$ cat src/rtl/rxic_pkg.sv
package rxic_pkg;

    parameter int CNT_W = 8;
    parameter int TMR_W = 16;
    parameter int PRE_W = 6;

    localparam int PRE_LAST = (1 << PRE_W) - 1;

    typedef struct packed {
        logic             enable;
        logic [CNT_W-1:0] cnt_limit;
        logic [TMR_W-1:0] tmr_limit;
        logic             slow_base;
    } rxic_cfg_t;

    typedef struct packed {
        logic cnt_hit;
        logic tmr_expire;
        logic direct;
    } rxic_cause_t;

    function automatic logic cause_any(input rxic_cause_t c);
        return c.cnt_hit | c.tmr_expire | c.direct;
    endfunction

endpackage

$ cat src/rtl/rxic_prescaler.sv
module rxic_prescaler
    import rxic_pkg::*;
#(
    parameter int W = PRE_W
) (
    input  logic clk,
    input  logic rst,
    input  logic run,
    input  logic slow_base,
    input  logic ref_tick,
    output logic adv
);
    localparam logic [W-1:0] LAST = {W{1'b1}};

    logic [W-1:0] pre_q;
    logic         src_en;

    assign src_en = slow_base ? ref_tick : 1'b1;
    assign adv    = run && src_en && (pre_q == LAST);

    always_ff @(posedge clk) begin
        if (rst || !run) begin
            pre_q <= '0;
        end else if (src_en) begin
            pre_q <= pre_q + 1'b1;
        end
    end

    AST_PRE_GATED: assert property (@(posedge clk) disable iff (rst)
        (run && !src_en) |=> $stable(pre_q)) else $error("prescaler moved without time base");

endmodule

$ cat src/rtl/rxic_frame_counter.sv
module rxic_frame_counter
    import rxic_pkg::*;
#(
    parameter int W = CNT_W
) (
    input  logic         clk,
    input  logic         rst,
    input  logic         inc,
    input  logic         clear,
    input  logic [W-1:0] limit,
    output logic         hit
);
    logic [W-1:0] seen_q;
    logic [W:0]   next_seen;

    assign next_seen = {1'b0, seen_q} + 1'b1;
    assign hit       = inc && (next_seen >= {1'b0, limit});

    always_ff @(posedge clk) begin
        if (rst || clear || hit) begin
            seen_q <= '0;
        end else if (inc) begin
            seen_q <= next_seen[W-1:0];
        end
    end

    AST_CNT_QUIET: assert property (@(posedge clk) disable iff (rst)
        (!inc && !clear) |=> $stable(seen_q)) else $error("count moved without a flagged frame");

endmodule

$ cat src/rtl/rxic_holdoff_timer.sv
module rxic_holdoff_timer
    import rxic_pkg::*;
#(
    parameter int W = TMR_W
) (
    input  logic         clk,
    input  logic         rst,
    input  logic         arm,
    input  logic         stop,
    input  logic         adv,
    input  logic [W-1:0] limit,
    output logic         running,
    output logic         expire
);
    logic [W-1:0] val_q;
    logic         run_q;

    assign running = run_q;
    assign expire  = run_q && adv && (val_q <= {{(W-1){1'b0}}, 1'b1});

    always_ff @(posedge clk) begin
        if (rst || stop) begin
            run_q <= 1'b0;
            if (rst) begin
                val_q <= '0;
            end
        end else if (arm && !run_q) begin
            run_q <= 1'b1;
            val_q <= limit;
        end else if (adv && val_q != '0) begin
            val_q <= val_q - 1'b1;
        end
    end

    AST_TMR_HOLD: assert property (@(posedge clk) disable iff (rst)
        (run_q && !adv && !stop) |=> $stable(val_q)) else $error("timer changed off tick");

    AST_TMR_NO_RELOAD: assert property (@(posedge clk) disable iff (rst)
        (run_q && arm && !adv && !stop) |=> (run_q && val_q == $past(val_q))) else $error("timer rearmed");

endmodule

$ cat src/rtl/rxic_coalescer.sv
module rxic_coalescer
    import rxic_pkg::*;
(
    input  logic             clk,
    input  logic             rst,
    input  logic             frame_done,
    input  logic             frame_irq_req,
    input  logic             coal_en,
    input  logic [CNT_W-1:0] cnt_thresh,
    input  logic [TMR_W-1:0] tmr_thresh,
    input  logic             tick_sel,
    input  logic             ref_tick,
    input  logic             irq_ack,
    output logic             irq_out
);
    rxic_cfg_t   cfg;
    rxic_cause_t cause;
    logic        flagged;
    logic        fire;
    logic        tmr_running;
    logic        tmr_adv;
    logic        irq_q;

    assign cfg = '{enable: coal_en, cnt_limit: cnt_thresh,
                   tmr_limit: tmr_thresh, slow_base: tick_sel};

    assign flagged      = frame_done && frame_irq_req;
    assign cause.direct = !cfg.enable && flagged;
    assign fire         = cause_any(cause);

    rxic_frame_counter #(.W(CNT_W)) u_count (
        .clk   (clk),
        .rst   (rst),
        .inc   (cfg.enable && flagged),
        .clear (fire || !cfg.enable),
        .limit (cfg.cnt_limit),
        .hit   (cause.cnt_hit)
    );

    rxic_prescaler #(.W(PRE_W)) u_pre (
        .clk       (clk),
        .rst       (rst),
        .run       (tmr_running),
        .slow_base (cfg.slow_base),
        .ref_tick  (ref_tick),
        .adv       (tmr_adv)
    );

    rxic_holdoff_timer #(.W(TMR_W)) u_tmr (
        .clk     (clk),
        .rst     (rst),
        .arm     (cfg.enable && flagged),
        .stop    (fire || !cfg.enable),
        .adv     (tmr_adv),
        .limit   (cfg.tmr_limit),
        .running (tmr_running),
        .expire  (cause.tmr_expire)
    );

    always_ff @(posedge clk) begin
        if (rst) begin
            irq_q <= 1'b0;
        end else if (fire) begin
            irq_q <= 1'b1;
        end else if (irq_ack) begin
            irq_q <= 1'b0;
        end
    end

    assign irq_out = irq_q;

    AST_RESET_LOW: assert property (@(posedge clk)
        rst |=> !irq_out) else $error("irq after reset");

    AST_DIRECT_IRQ: assert property (@(posedge clk) disable iff (rst)
        (!coal_en && frame_done && frame_irq_req) |=> irq_out) else $error("pass-through missed");

    AST_UNFLAGGED_QUIET: assert property (@(posedge clk) disable iff (rst)
        (!(frame_done && frame_irq_req) && !tmr_running && !irq_out) |=> !irq_out) else $error("spurious irq");

    AST_TMR_STOPS: assert property (@(posedge clk) disable iff (rst)
        fire |=> !tmr_running) else $error("timer still running after irq");

    AST_IRQ_HOLD: assert property (@(posedge clk) disable iff (rst)
        (irq_out && !irq_ack) |=> irq_out) else $error("irq dropped without ack");

    AST_ACK_CLEARS: assert property (@(posedge clk) disable iff (rst)
        (irq_out && irq_ack && !fire) |=> !irq_out) else $error("ack ignored");

    AST_SET_WINS: assert property (@(posedge clk) disable iff (rst)
        fire |=> irq_out) else $error("new irq lost");

endmodule

$ cat config.mk
export PLATFORM = sky130hd
export DESIGN_NAME = rxic_coalescer
export DESIGN_NICKNAME = d
export VERILOG_FILES = /design/src/rtl/rxic_pkg.sv /design/src/rtl/rxic_prescaler.sv /design/src/rtl/rxic_frame_counter.sv /design/src/rtl/rxic_holdoff_timer.sv /design/src/rtl/rxic_coalescer.sv
export SDC_FILE = /design/constraint.sdc
export NUM_CORES = 1
export LEC_CHECK = 0
export BUFFER_PORTS_ARGS = -buffer_cell sky130_fd_sc_hd__buf_2
export CAP_MARGIN = 10
export CORE_ASPECT_RATIO = 0.5
export CORE_MARGIN = 2
export CORE_UTILIZATION = 56
export DETAILED_ROUTE_END_ITERATION = 6
export HOLD_SLACK_MARGIN = 0.12
export PLACE_DENSITY = 0.79
export SLEW_MARGIN = 20
export SYNTH_ARGS = -nofsm -noshare
export SYNTH_HDL_FRONTEND = slang
export SYNTH_SLANG_ARGS = --single-unit
$ cat constraint.sdc
create_clock -name clk -period 3.6 [get_ports clk]
set_input_delay 0.36 -clock clk [delete_from_list [all_inputs] [get_ports clk]]
set_output_delay 0.36 -clock clk [all_outputs]
set_load 0.1 [all_outputs]
### Word level (Yosys, flattened, before mapping)

Cells that the tools add are included.

| word-level totals | value |
|---|---|
| word-level logic and storage cells | 41 |
| bits in registers | 32 |
| output and inout port bits | 1 |
| input bits | 32 |

| cells by class | value |
|---|---|
| mux-type cells | 7 |
| eq/ne operators | 2 |
| add/sub/neg operators | 3 |
| order comparisons | 2 |
| bitwise gates (word level) | 2 |
| reduce and logical (&&, ||, !) cells | 20 |

Operator list:

| operator | count |
|---|---|
| $mux W16 | 4 |
| $le A16 B1 Y1 const B | 1 |
| $reduce_bool A16 Y1 | 1 |
| $sub A16 B1 Y16 const B | 1 |
| $logic_and A1 B1 Y1 | 10 |
| $add A8 B1 Y9 const B | 1 |
| $ge A9 B8 Y1 | 1 |
| $add A6 B1 Y6 const B | 1 |
| $eq A6 B6 Y1 const B | 1 |
| $logic_or A1 B1 Y1 | 4 |
| $mux W1 | 3 |
| $reduce_bool A3 Y1 | 1 |
| $logic_not A1 Y1 | 2 |
| $ne A2 B2 Y1 const B | 1 |
| $or A1 B1 Y1 | 2 |
| $reduce_and A2 Y1 | 1 |
| $reduce_bool A2 Y1 | 1 |

### Depth between registers and ports, before layout

Gate-level depths: netlist (run 1).

| logic depth | value |
|---|---|
| depth after elaboration | 11 |
| gate-level depth with buffers | 11 |
| mapped depth without buffers | 10 |

### Hierarchy

From an unflattened synthesis (run 1), not the netlist that was laid out.

| unflattened totals | value |
|---|---|
| cell total of the unflattened synthesis | 229 |
| area, all modules | 2,080.7 um2 |

Modules (own cells, without submodules):

| module | sequential area each (um2) | area an instance (um2) | instances | cells each |
|---|---|---|---|---|
| rxic_holdoff_timer | 500.5 | 1,052.3 | 1 | 106 |
| rxic_frame_counter | 160.2 | 670.6 | 1 | 81 |
| rxic_prescaler | 120.1 | 302.8 | 1 | 35 |
| rxic_coalescer | 20.0 | 55.1 | 1 | 7 |

### Worst setup path after synthesis (run 1)

OpenSTA, ideal clock, no wires.

| path | value |
|---|---|
| kind | reg2reg |
| start | register u_count.seen_q[0] |
| end | register u_tmr.val_q[0] (enable) |
| setup time | 0.339 ns |
| required time | 3.261 ns |
| stages on the path, launching flop included | 11 |
| path buffers | 0 |
| data arrival time | 2.384 ns |
| setup slack | 0.877 ns |
| cell sequence | dfxtp_1 > ha_1 > nand3_1 > or2_2 > xnor2_1 > ha_1 > a21oi_1 > o221ai_1 > a211oi_2 > or2_2 > a31o_2 |

| on the way | value |
|---|---|
| word-level cells in the longest chain between the ends | 9 |

Ends and longest elaborated chain:

| what | line | source |
|---|---|---|
| start, declared | rxic_frame_counter.sv:13 | `logic [W-1:0] seen_q;` |
| start signal, assigned | rxic_frame_counter.sv:23 | `seen_q <= next_seen[W-1:0];` |
| $add A8 B1 Y9 (*) | rxic_frame_counter.sv:16 | `assign next_seen = {1'b0, seen_q} + 1'b1;` |
| via u_count.next_seen[6] | rxic_frame_counter.sv:14 | `logic [W:0] next_seen;` |
| $ge A9 B8 Y1 (*) | rxic_frame_counter.sv:17 | `assign hit = inc && (next_seen >= {1'b0, limit});` |
| $logic_and A1 B1 Y1 (*) | rxic_frame_counter.sv:17 |  |
| $or A1 B1 Y1 (*) (2 in a row) | rxic_pkg.sv:23 | `return c.cnt_hit \| c.tmr_expire \| c.direct;` |
| $logic_or A1 B1 Y1 (*) | rxic_coalescer.sv:53 | `.stop (fire \|\| !cfg.enable),` |
| $logic_or A1 B1 Y1 (*) | rxic_holdoff_timer.sv:22 | `if (rst \|\| stop) begin` |
| $ne A2 B2 Y1 (no line) / $reduce_bool A3 Y1 (equally long branches) | n/a |  |
| $reduce_and A2 Y1 (no line) (*) | n/a |  |
| end signal, assigned | rxic_holdoff_timer.sv:29 | `val_q <= limit;` |
| end signal, assigned | rxic_holdoff_timer.sv:31 | `val_q <= val_q - 1'b1;` |
| end, declared | rxic_holdoff_timer.sv:15 | `logic [W-1:0] val_q;` |

The timed path passes the listed nets; every way through them passes the cells marked *.
A chain may end at the register's enable or synchronous reset.

### Worst setup path in the final report (run 1)

| path | value |
|---|---|
| start | register u_count.seen_q[0] |
| end | register u_tmr.val_q[14] (enable) |

Same word-level chain as after synthesis.

==> results.cfg, run 1 <==
[placement]
place_congestion = 0.753
numPortBuffers = 32
hpwlAfterDp_mm = 2.82

[critical_path]
reg2reg_from = u_count.seen_q[0]
max_stage_delay_ps = 410
critPathArrivalTime_ps = 3000
crit_family = compound AO/OA/AOI/OAI gates
cp_slowest_cell = a31o_2
crit_chain = ha_1 > nand3_1 > or2_2 > xnor2_1 > ha_1 > a21oi_1 > o221ai_1 > a211oi_2 > or2_2 > a31o_2
ff2ff_path_depth = 10
r2r-end = u_tmr.val_q[14]
cp.depth = 10
ff2ff_setup_slack_ps = 530
cp-startpoint = u_count.seen_q[0]
cp.required_ps = 3540
setup.worst_path.start_class = flop
crit_path_max_fanout = 16
crit_end = u_tmr.val_q[14]
path_class = reg2reg
crit_buf_inv = 0
end_kind = flop

[synth]
ys_top_cells_by_area = edfxtp_1 24%, dfxtp_1 16%, nor2_1 7.6%, ha_1 7.4%, xnor2_1 7.3%
synth_flop_cell = edfxtp_1
async_reset_ff_frac = 0
synth-edff-count = 16
synth_largest_area_cell = edfxtp_1
synth.distinct_cells = 39
yosys_register_bits = 32
synth_seq_area_share = 0.395
synth_commonest_cells = 41 x nor2_1, 17 x xnor2_1, 16 x dfxtp_1, 16 x edfxtp_1
yosysMostFrequentCell = nor2_1
syn_inst = 217
yosysWarnings = 0
synth.avg_cell_area_um2 = 9.35
synth_top_area_share = 0.237
netlist_area_mm2 = 0.00203
syn_nets = 261

[timing]
worst_slew_pin_slew_ps = 500
finalSetupTns_ps = 0
fin_crit_sh = 0.852
slew_violations = 0
max_freq_mhz = 326
grt_setup_unrepaired = no
clock_skew_ps = 5.84
period_needed_ps = 3070
setup_violations = 0
final_hold_viol_count = 0
slew_headroom = 0.666

[cts]
clk_pin_slew_ps = 70
h-tree-depth = 2
cts_buffers = 5
postCtsHoldBufs = 0
tritoncts = yes
cts.root.buffer_cell = clkbuf_8
ctsLongestPathBuffers = 2
cts_resized = 0
cts_num_sinks = 32
clk_latency_ps = 280
post_cts_buffers = 0

[finish]
antennaDiodeCount = 0
area_delta_synth_final_pct = 15.4
drive_gt1_frac = 0.230
layout.nets = 295

[pwr]
pwr-share-clk = 0.354
comb_power_share = 0.124
seq_power_share = 0.521
p_int_uw = 598
p_leak_nw = 0.922
finalPower_uw = 800
peakVddDrop_mv = 0.253
swShare = 0.252
powerDensity_mw_per_mm2 = 341
switchingPower_uw = 202

[worst_hold_path]
hp-class = in2reg
hold_start = rst

[floorplan]
dieArea_mm2 = 0.00415
die_y_um = 46.6
ios = 33
core_mm2 = 0.00345
rows = 15
start_util = 0.588
die_w_um = 89.1

[detailed_routing]
drt_iter0_drc = 50
wl_mm = 3.74
first_pass_iters = 4
drc_errors = 0
via_per_inst = 5.27
antenna_left = 0
routedWlPerCell_um = 12.3
vias = 1597

[grt]
grt_max_degree = 34
grt_pass1_wl_mm = 6.25
grt_pass1_vias = 1485
grt_util_all_layers = 0.203
antenna_found_initial = 0
grt.overflow.total = 0

[job]
cap_violations = 0

[run_status]
run_status = completed
==> kinds of logic after synthesis <==
logic type      synth area share
compound gates             0.131
fa+ha+maj                 0.0740
mux                      0.00986
buf+inv                   0.0395
flops                      0.395
simple gates               0.222
xor+xnor                   0.129
==> cells in the final DEF, fill, tap and decap left out, types with 2 or more instances in the layout <==
master and count:
a211oi_1 11, a211oi_2 5, a21oi_1 5, buf_2 32
clkbuf_8 6, clkinv_2 2, dfxtp_1 16, edfxtp_1 16
ha_1 12, inv_1 13, mux2i_1 2, nand2_1 12
nand2b_1 4, nand3_1 6, nand4_1 4, nor2_1 41
nor3_1 5, nor4_1 2, o21ai_0 3, o31a_1 2
or2_2 3, or3_1 2, or4_4 2, xnor2_1 17
xor2_1 13
==> power by group through the flow <==
stage | clock [mW] | sequential [mW] | combinational, mW
floorplan | 0 | 0.424 | 0.0652
global placement | 0 | 0.423 | 0.0968
detailed placement | 0 | 0.424 | 0.0995
CTS | 0.290 | 0.417 | 0.100
global route | 0.305 | 0.419 | 0.111
finish | 0.283 | 0.417 | 0.0995
==> per-layer routing <==
| layer | share of wire | up-vias | global-route usage |
|---|---|---|---|
| met5 | 0 | - | 0 |
| met4 | 0.010 | 0 | 0.0627 |
| met3 | 0.046 | 4 | 0.0538 |
| met2 | 0.46 | 37 | 0.353 |
| met1 | 0.48 | 718 | 0.254 |
| li1 | - | 838 | - |
==> worst reg2reg max path: stages (launching register included) <==
cell	delay (ps)
dfxtp_1	390
ha_1	230
nand3_1	170
or2_2	350
xnor2_1	130
ha_1	290
a21oi_1	140
o221ai_1	140
a211oi_2	290
or2_2	190
a31o_2	410
==> registers in the layout, indices dropped and copies added (netlist names) <==
register / count
u_pre.pre_q: 6
irq_out: 1
u_tmr.running: 1
u_count.seen_q: 8
u_tmr.val_q: 16
==> worst min path at each step <==
stage	endpoint	cells past startpoint
6_report	irq_out	3
5_1_grt	irq_out	3
4_1_cts	irq_out	3
3_5_place_dp	u_tmr.running	2
3_3_place_gp	u_tmr.running	2
2_1_floorplan	u_pre.pre_q[5]	2
==> cell type report <==
type,instances,area (um^2)
clock buffers,6,82.6
repair buffers,34,188
multi-input cells,165,1150
clock inverters,2,10.0
flip-flops and latches,32,801
inverters,13,48.8
well taps,51,63.8
fillers,300,1110
==> per-stage QoR <==
| step | hold slack [ps] | setup slack (ps) | std cells | area (um^2) | util |
|---|---|---|---|---|---|
| finish | 388 | 534 | 303 | 2340 | 0.678 |
| global placement | 472 | 666 | 295 | 2250 | 0.651 |
| detailed placement | 486 | 552 | 295 | 2250 | 0.651 |
| global route | 389 | 323 | 303 | 2340 | 0.678 |
| CTS | 391 | 541 | 303 | 2340 | 0.678 |
| floorplan | 454 | 877 | 217 | 2030 | - |
No activity file was read; power rests on OpenSTA's default activity.
==> run 2, diff against run 1 <==
--- a/config.mk
+++ b/config.mk
@@ -7,12 +7,14 @@
 export LEC_CHECK = 0
 export BUFFER_PORTS_ARGS = -buffer_cell sky130_fd_sc_hd__buf_2
 export CAP_MARGIN = 10
+export CELL_PAD_IN_SITES_DETAIL_PLACEMENT = 1
+export CELL_PAD_IN_SITES_GLOBAL_PLACEMENT = 1
 export CORE_ASPECT_RATIO = 0.5
 export CORE_MARGIN = 2
-export CORE_UTILIZATION = 56
+export CORE_UTILIZATION = 43
 export DETAILED_ROUTE_END_ITERATION = 6
 export HOLD_SLACK_MARGIN = 0.12
-export PLACE_DENSITY = 0.79
+export PLACE_DENSITY_LB_ADDON = 0.1
 export SLEW_MARGIN = 20
 export SYNTH_ARGS = -nofsm -noshare
 export SYNTH_HDL_FRONTEND = slang
==> results.cfg, run 2 (synthesis gave the netlist of run 1 again) <==
[floorplan]
dieArea_mm2 = 0.00532
ios = 33
die_w_um = 101
start_util = 0.454
core_mm2 = 0.00447
rows = 17
die_y_um = 52.6

[pwr]
seq_power_share = 0.518
comb_power_share = 0.126
peakVddDrop_mv = 0.200
pwr-share-clk = 0.356
powerDensity_mw_per_mm2 = 343
p_leak_nw = 0.922
p_int_uw = 598
switchingPower_uw = 208
swShare = 0.258

[finish]
layout_commonest_cell = nor2_1
largest_reg_flops = 16
area_delta_synth_final_pct = 15.8
layout.nets = 295
final_cells = 309
regMostFlops = u_tmr.val_q
final_cell_mix = 41 x nor2_1, 32 x buf_2, 17 x xnor2_1
antennaDiodeCount = 0
largest_registers = u_tmr.val_q (16), u_count.seen_q (8), u_pre.pre_q (6)
drive_gt1_frac = 0.230
multiInputGateArea_mm2 = 0.00115
seq_area_um2 = 801
nFillCells = 523
finish.utilization = 0.526

[critical_path]
setup.worst_path.start_class = flop
path_class = reg2reg
critPathArrivalTime_ps = 3070
cp_slowest_cell = a31o_2
end_kind = flop
crit_chain = ha_1 > nand3_1 > or2_2 > xnor2_1 > ha_1 > a21oi_1 > o221ai_1 > a211oi_2 > or2_2 > a31o_2
crit_path_max_fanout = 16
cp.required_ps = 3530
max_stage_delay_ps = 430
ff2ff_path_depth = 10

[detailed_routing]
antenna_left = 0
drc_errors = 0
first_pass_iters = 6
wl_mm = 4.37
via_per_inst = 5.35
routedWlPerCell_um = 14.2
vias = 1653
drt_iter0_drc = 15

[run_status]
run_status = completed

[cts]
postCtsHoldBufs = 0
cts_num_sinks = 32
h-tree-depth = 2
clk_pin_slew_ps = 70
cts.root.buffer_cell = clkbuf_8
clk_latency_ps = 280
post_cts_buffers = 0
cts_resized = 0
tritoncts = yes
cts_buffers = 5
ctsLongestPathBuffers = 2

[grt]
antenna_found_initial = 0
grt_max_degree = 34
grt.overflow.total = 0
grt_pass1_vias = 1662
grt_util_all_layers = 0.177
grt_pass1_wl_mm = 7.18

[placement]
place_congestion = 0.724
hpwlAfterDp_mm = 3.31
numPortBuffers = 32
placedCellCount = 301

[job]
cap_violations = 0

[timing]
finalSetupTns_ps = 0
final_hold_viol_count = 0
setup_violations = 0
clock_skew_ps = 4.47
period_needed_ps = 3130
worst_slew_pin_slew_ps = 550
fin_crit_sh = 0.871
grt_setup_unrepaired = no
max_freq_mhz = 319
slew_headroom = 0.632
slew_violations = 0

[worst_hold_path]
hold_depth = 3
hp-class = in2reg
## run 2: path summary, 6_finish.rpt
kind | slack (ps) | endpoint | from
worst max-delay path | 470 | u_tmr.val_q[7] | u_count.seen_q[0]
worst min-delay path | 380 | irq_out | rst
worst max register to register | 470 | u_tmr.val_q[7] | u_count.seen_q[0]
worst min register to register | 500 | u_tmr.running | u_tmr.running
## run 2: area by class of cell
cell class,count,share of cell area
inverter,13,0.0208
sequential,32,0.341
timing repair buffer,34,0.0799
clock inverter,2,0.00426
tap,57,0.0304
multi-input combinational,165,0.489
clock buffer,6,0.0351
## run 2: power groups by stage
stage	sequential [mW]	combinational [mW]	clock [mW]
after floorplan	0.424	0.0652	0
after global placement	0.423	0.0991	0
after detailed placement	0.424	0.103	0
after CTS	0.417	0.103	0.295
after global routing	0.419	0.114	0.307
final	0.417	0.102	0.287
## run 2: worst max-delay path, delay by kind of cell (launching register included)
kind	cells	cell delay [ps]
AO/OA/AOI/OAI	4	1000
XOR/XNOR	1	130
adder cells (fa/ha/maj)	2	530
flip-flops	1	400
AND/OR/NAND/NOR	3	700
## run 2: through the flow
stage | cell area [um^2] | worst slack (ps) | hold slack [ps] | power [mW]
after global routing | 2350 | 224 | 394 | 0.840
after detailed placement | 2260 | 440 | 491 | 0.527
after CTS | 2350 | 424 | 375 | 0.816
final | 2350 | 465 | 377 | 0.806
after global placement | 2260 | 624 | 470 | 0.522
after floorplan | 2030 | 877 | 454 | 0.489
## run 2: layer usage
metal  routed length, um  global-route usage  vias to the layer above
li1                    -                   -                      833
met1                2100               0.206                      783
met2                2060               0.323                       30
met3                 172              0.0493                        7
met4                  35              0.0518                        0
met5                   0                   0                        -
==> run 3, diff against run 2 <==
--- a/config.mk
+++ b/config.mk
@@ -5,16 +5,19 @@
 export SDC_FILE = /design/constraint.sdc
 export NUM_CORES = 1
 export LEC_CHECK = 0
+export ABC_AREA = 1
 export BUFFER_PORTS_ARGS = -buffer_cell sky130_fd_sc_hd__buf_2
 export CAP_MARGIN = 10
 export CELL_PAD_IN_SITES_DETAIL_PLACEMENT = 1
 export CELL_PAD_IN_SITES_GLOBAL_PLACEMENT = 1
 export CORE_ASPECT_RATIO = 0.5
 export CORE_MARGIN = 2
-export CORE_UTILIZATION = 43
+export CORE_UTILIZATION = 41
 export DETAILED_ROUTE_END_ITERATION = 6
 export HOLD_SLACK_MARGIN = 0.12
 export PLACE_DENSITY_LB_ADDON = 0.1
+export REMOVE_ABC_BUFFERS = 1
+export SKIP_CTS_REPAIR_TIMING = 1
 export SLEW_MARGIN = 20
 export SYNTH_ARGS = -nofsm -noshare
 export SYNTH_HDL_FRONTEND = slang
==> results.cfg, run 3 <==
[finish]
area_delta_synth_final_pct = 13.4
finish.utilization = 0.486
layout_commonest_cell = nand2_1
nFillCells = 650
final_area_mm2 = 0.00242
layout.nets = 355
largest_registers = u_tmr.val_q (16), u_count.seen_q (8), u_pre.pre_q (6)
antennaDiodeCount = 0
drive_gt1_frac = 0.205
regMostFlops = u_tmr.val_q
final_cell_mix = 45 x nand2_1, 43 x inv_1, 36 x nor2_1
final_cells = 382
largest_reg_flops = 16

[timing]
slew_headroom = 0.554
finalSetupTns_ps = 0
setup_slack_ps = 790
fin_crit_sh = 0.780
grt_setup_unrepaired = no
max_freq_mhz = 356
setup_violations = 0
worst_slew_pin_slew_ps = 667
period_needed_ps = 2810
final_hold_viol_count = 0
slew_violations = 0
hold_slack_ps = 381
clock_skew_ps = 8.63

[job]
cap_violations = 0

[synth]
synth_seq_area_share = 0.375
synth_adder_area_share = 0.0704
async_reset_ff_frac = 0
netlist_area_mm2 = 0.00213
synth-compound-area-share = 0.104
synth.avg_cell_area_um2 = 7.73
yosysWarnings = 0
synth_simple_gate_area_frac = 0.287
syn_inst = 276
synth_top_family_by_area = simple AND/OR/NAND/NOR gates
synth.distinct_cells = 28
synth_flop_cell = edfxtp_1
synth_commonest_cells = 45 x nand2_1, 43 x inv_1, 36 x nor2_1
synth_top_area_share = 0.225
yosys_register_bits = 32
ys_top_cells_by_area = edfxtp_1 23%, dfxtp_1 15%, nand2_1 7.9%, inv_1 7.6%, ha_1 7.0%
synth-edff-count = 16
muxShareOfSynthArea = 0.0235
yosysMostFrequentCell = nand2_1
synth-xor-area-share = 0.0411
synth_largest_area_cell = edfxtp_1

[pwr]
swShare = 0.273
p_int_uw = 579
seq_power_share = 0.514
pwr-share-clk = 0.330
comb_power_share = 0.155
p_leak_nw = 1.14
switchingPower_uw = 217
powerDensity_mw_per_mm2 = 329
finalPower_uw = 796
peakVddDrop_mv = 0.131

[critical_path]
ff2ff_path_depth = 12
setup.worst_path.start_class = flop
critPathArrivalTime_ps = 2720
crit_path_max_fanout = 16
cp.required_ps = 3510
path_class = reg2reg
end_kind = flop

[floorplan]
dieArea_mm2 = 0.00583
start_util = 0.429
rows = 18
core_mm2 = 0.00498
ios = 33
die_w_um = 106
die_y_um = 55.0

[grt]
antenna_found_initial = 0
grt_max_degree = 26
grt_pass1_vias = 1908
grt.overflow.total = 0
grt_pass1_wl_mm = 8.05
grt_util_all_layers = 0.179

[cts]
cts_num_sinks = 32
cts.root.buffer_cell = clkbuf_8
h-tree-depth = 2
tritoncts = yes
ctsLongestPathBuffers = 2
cts_buffers = 5
clk_latency_ps = 280
clk_pin_slew_ps = 60

[detailed_routing]
drc_errors = 0
wl_mm = 4.74
first_pass_iters = 4
antenna_left = 0
via_per_inst = 4.94
routedWlPerCell_um = 12.4
vias = 1888
drt_iter0_drc = 40

[placement]
numPortBuffers = 32
dp_slack_ps = 739
placedCellCount = 374
place_congestion = 0.779
hpwlAfterDp_mm = 3.69
placed_area_mm2 = 0.00234

[worst_hold_path]
hold_depth = 3
hp-class = in2reg

[run_status]
run_status = completed
## run 3: cell count changes after synthesis, moves of 11 or more
cell | before | now
nand2_1 | 12 | 45
o21ai_0 | 3 | 20
a211oi_1 | 11 | 0
inv_1 | 13 | 43
a21oi_1 | 5 | 18
xnor2_1 | 17 | 0
nor2_2 | 0 | 14
## run 3: final cells by class
cell class	count	area [um^2]	area share
clock buffer	7	76.3	0.0315
sequential	32	801	0.331
timing repair buffer	32	160	0.0662
clock inverter	1	3.75	0.00155
inverter	45	169	0.0698
tap	70	87.6	0.0362
multi-input combinational	195	1120	0.464
## run 3: per-layer routing
metal	vias to the layer above	global-route usage	wire (um)
met5	-	0	0
met4	0	0.0482	27
met3	2	0.0398	123
met2	21	0.356	2380
met1	903	0.204	2210
li1	962	-	-
## run 3: path summary, 6_finish.rpt
path,endpoint,start,slack (ps)
max reg2reg,u_tmr.val_q[5],u_count.seen_q[0],790
max,u_tmr.val_q[5],u_count.seen_q[0],790
min reg2reg,u_pre.pre_q[5],u_pre.pre_q[5],460
min,u_pre.pre_q[1],tick_sel,380
## run 3: power groups by stage
stage	Combinational, mW	Sequential [mW]	Clock (mW)
finish	0.124	0.410	0.263
global route	0.143	0.412	0.287
CTS	0.126	0.410	0.271
detailed placement	0.125	0.418	0
global placement	0.120	0.417	0
floorplan	0.0807	0.418	0
## run 3: cell families (layout without fill, tap and decap cells)
group,Yosys count,after routing
flip-flops,32,32
adder cells (fa/ha/maj),12,12
buffers and inverters,49,85
AND/OR/NAND/NOR,125,125
multiplexers,5,5
AO/OA/AOI/OAI,43,43
XOR/XNOR,10,10
## run 3: critical path: stages, from the launching register on
cell     delay (ps)
dfxtp_1         390
ha_1            200
nand3_1         120
nor2_1          180
xor2_1          230
ha_1            280
a21oi_1         140
nand2_1          70
nand2_1          50
nand2_1          60
nand2_2         110
nand4_1          80
nand2_1         510
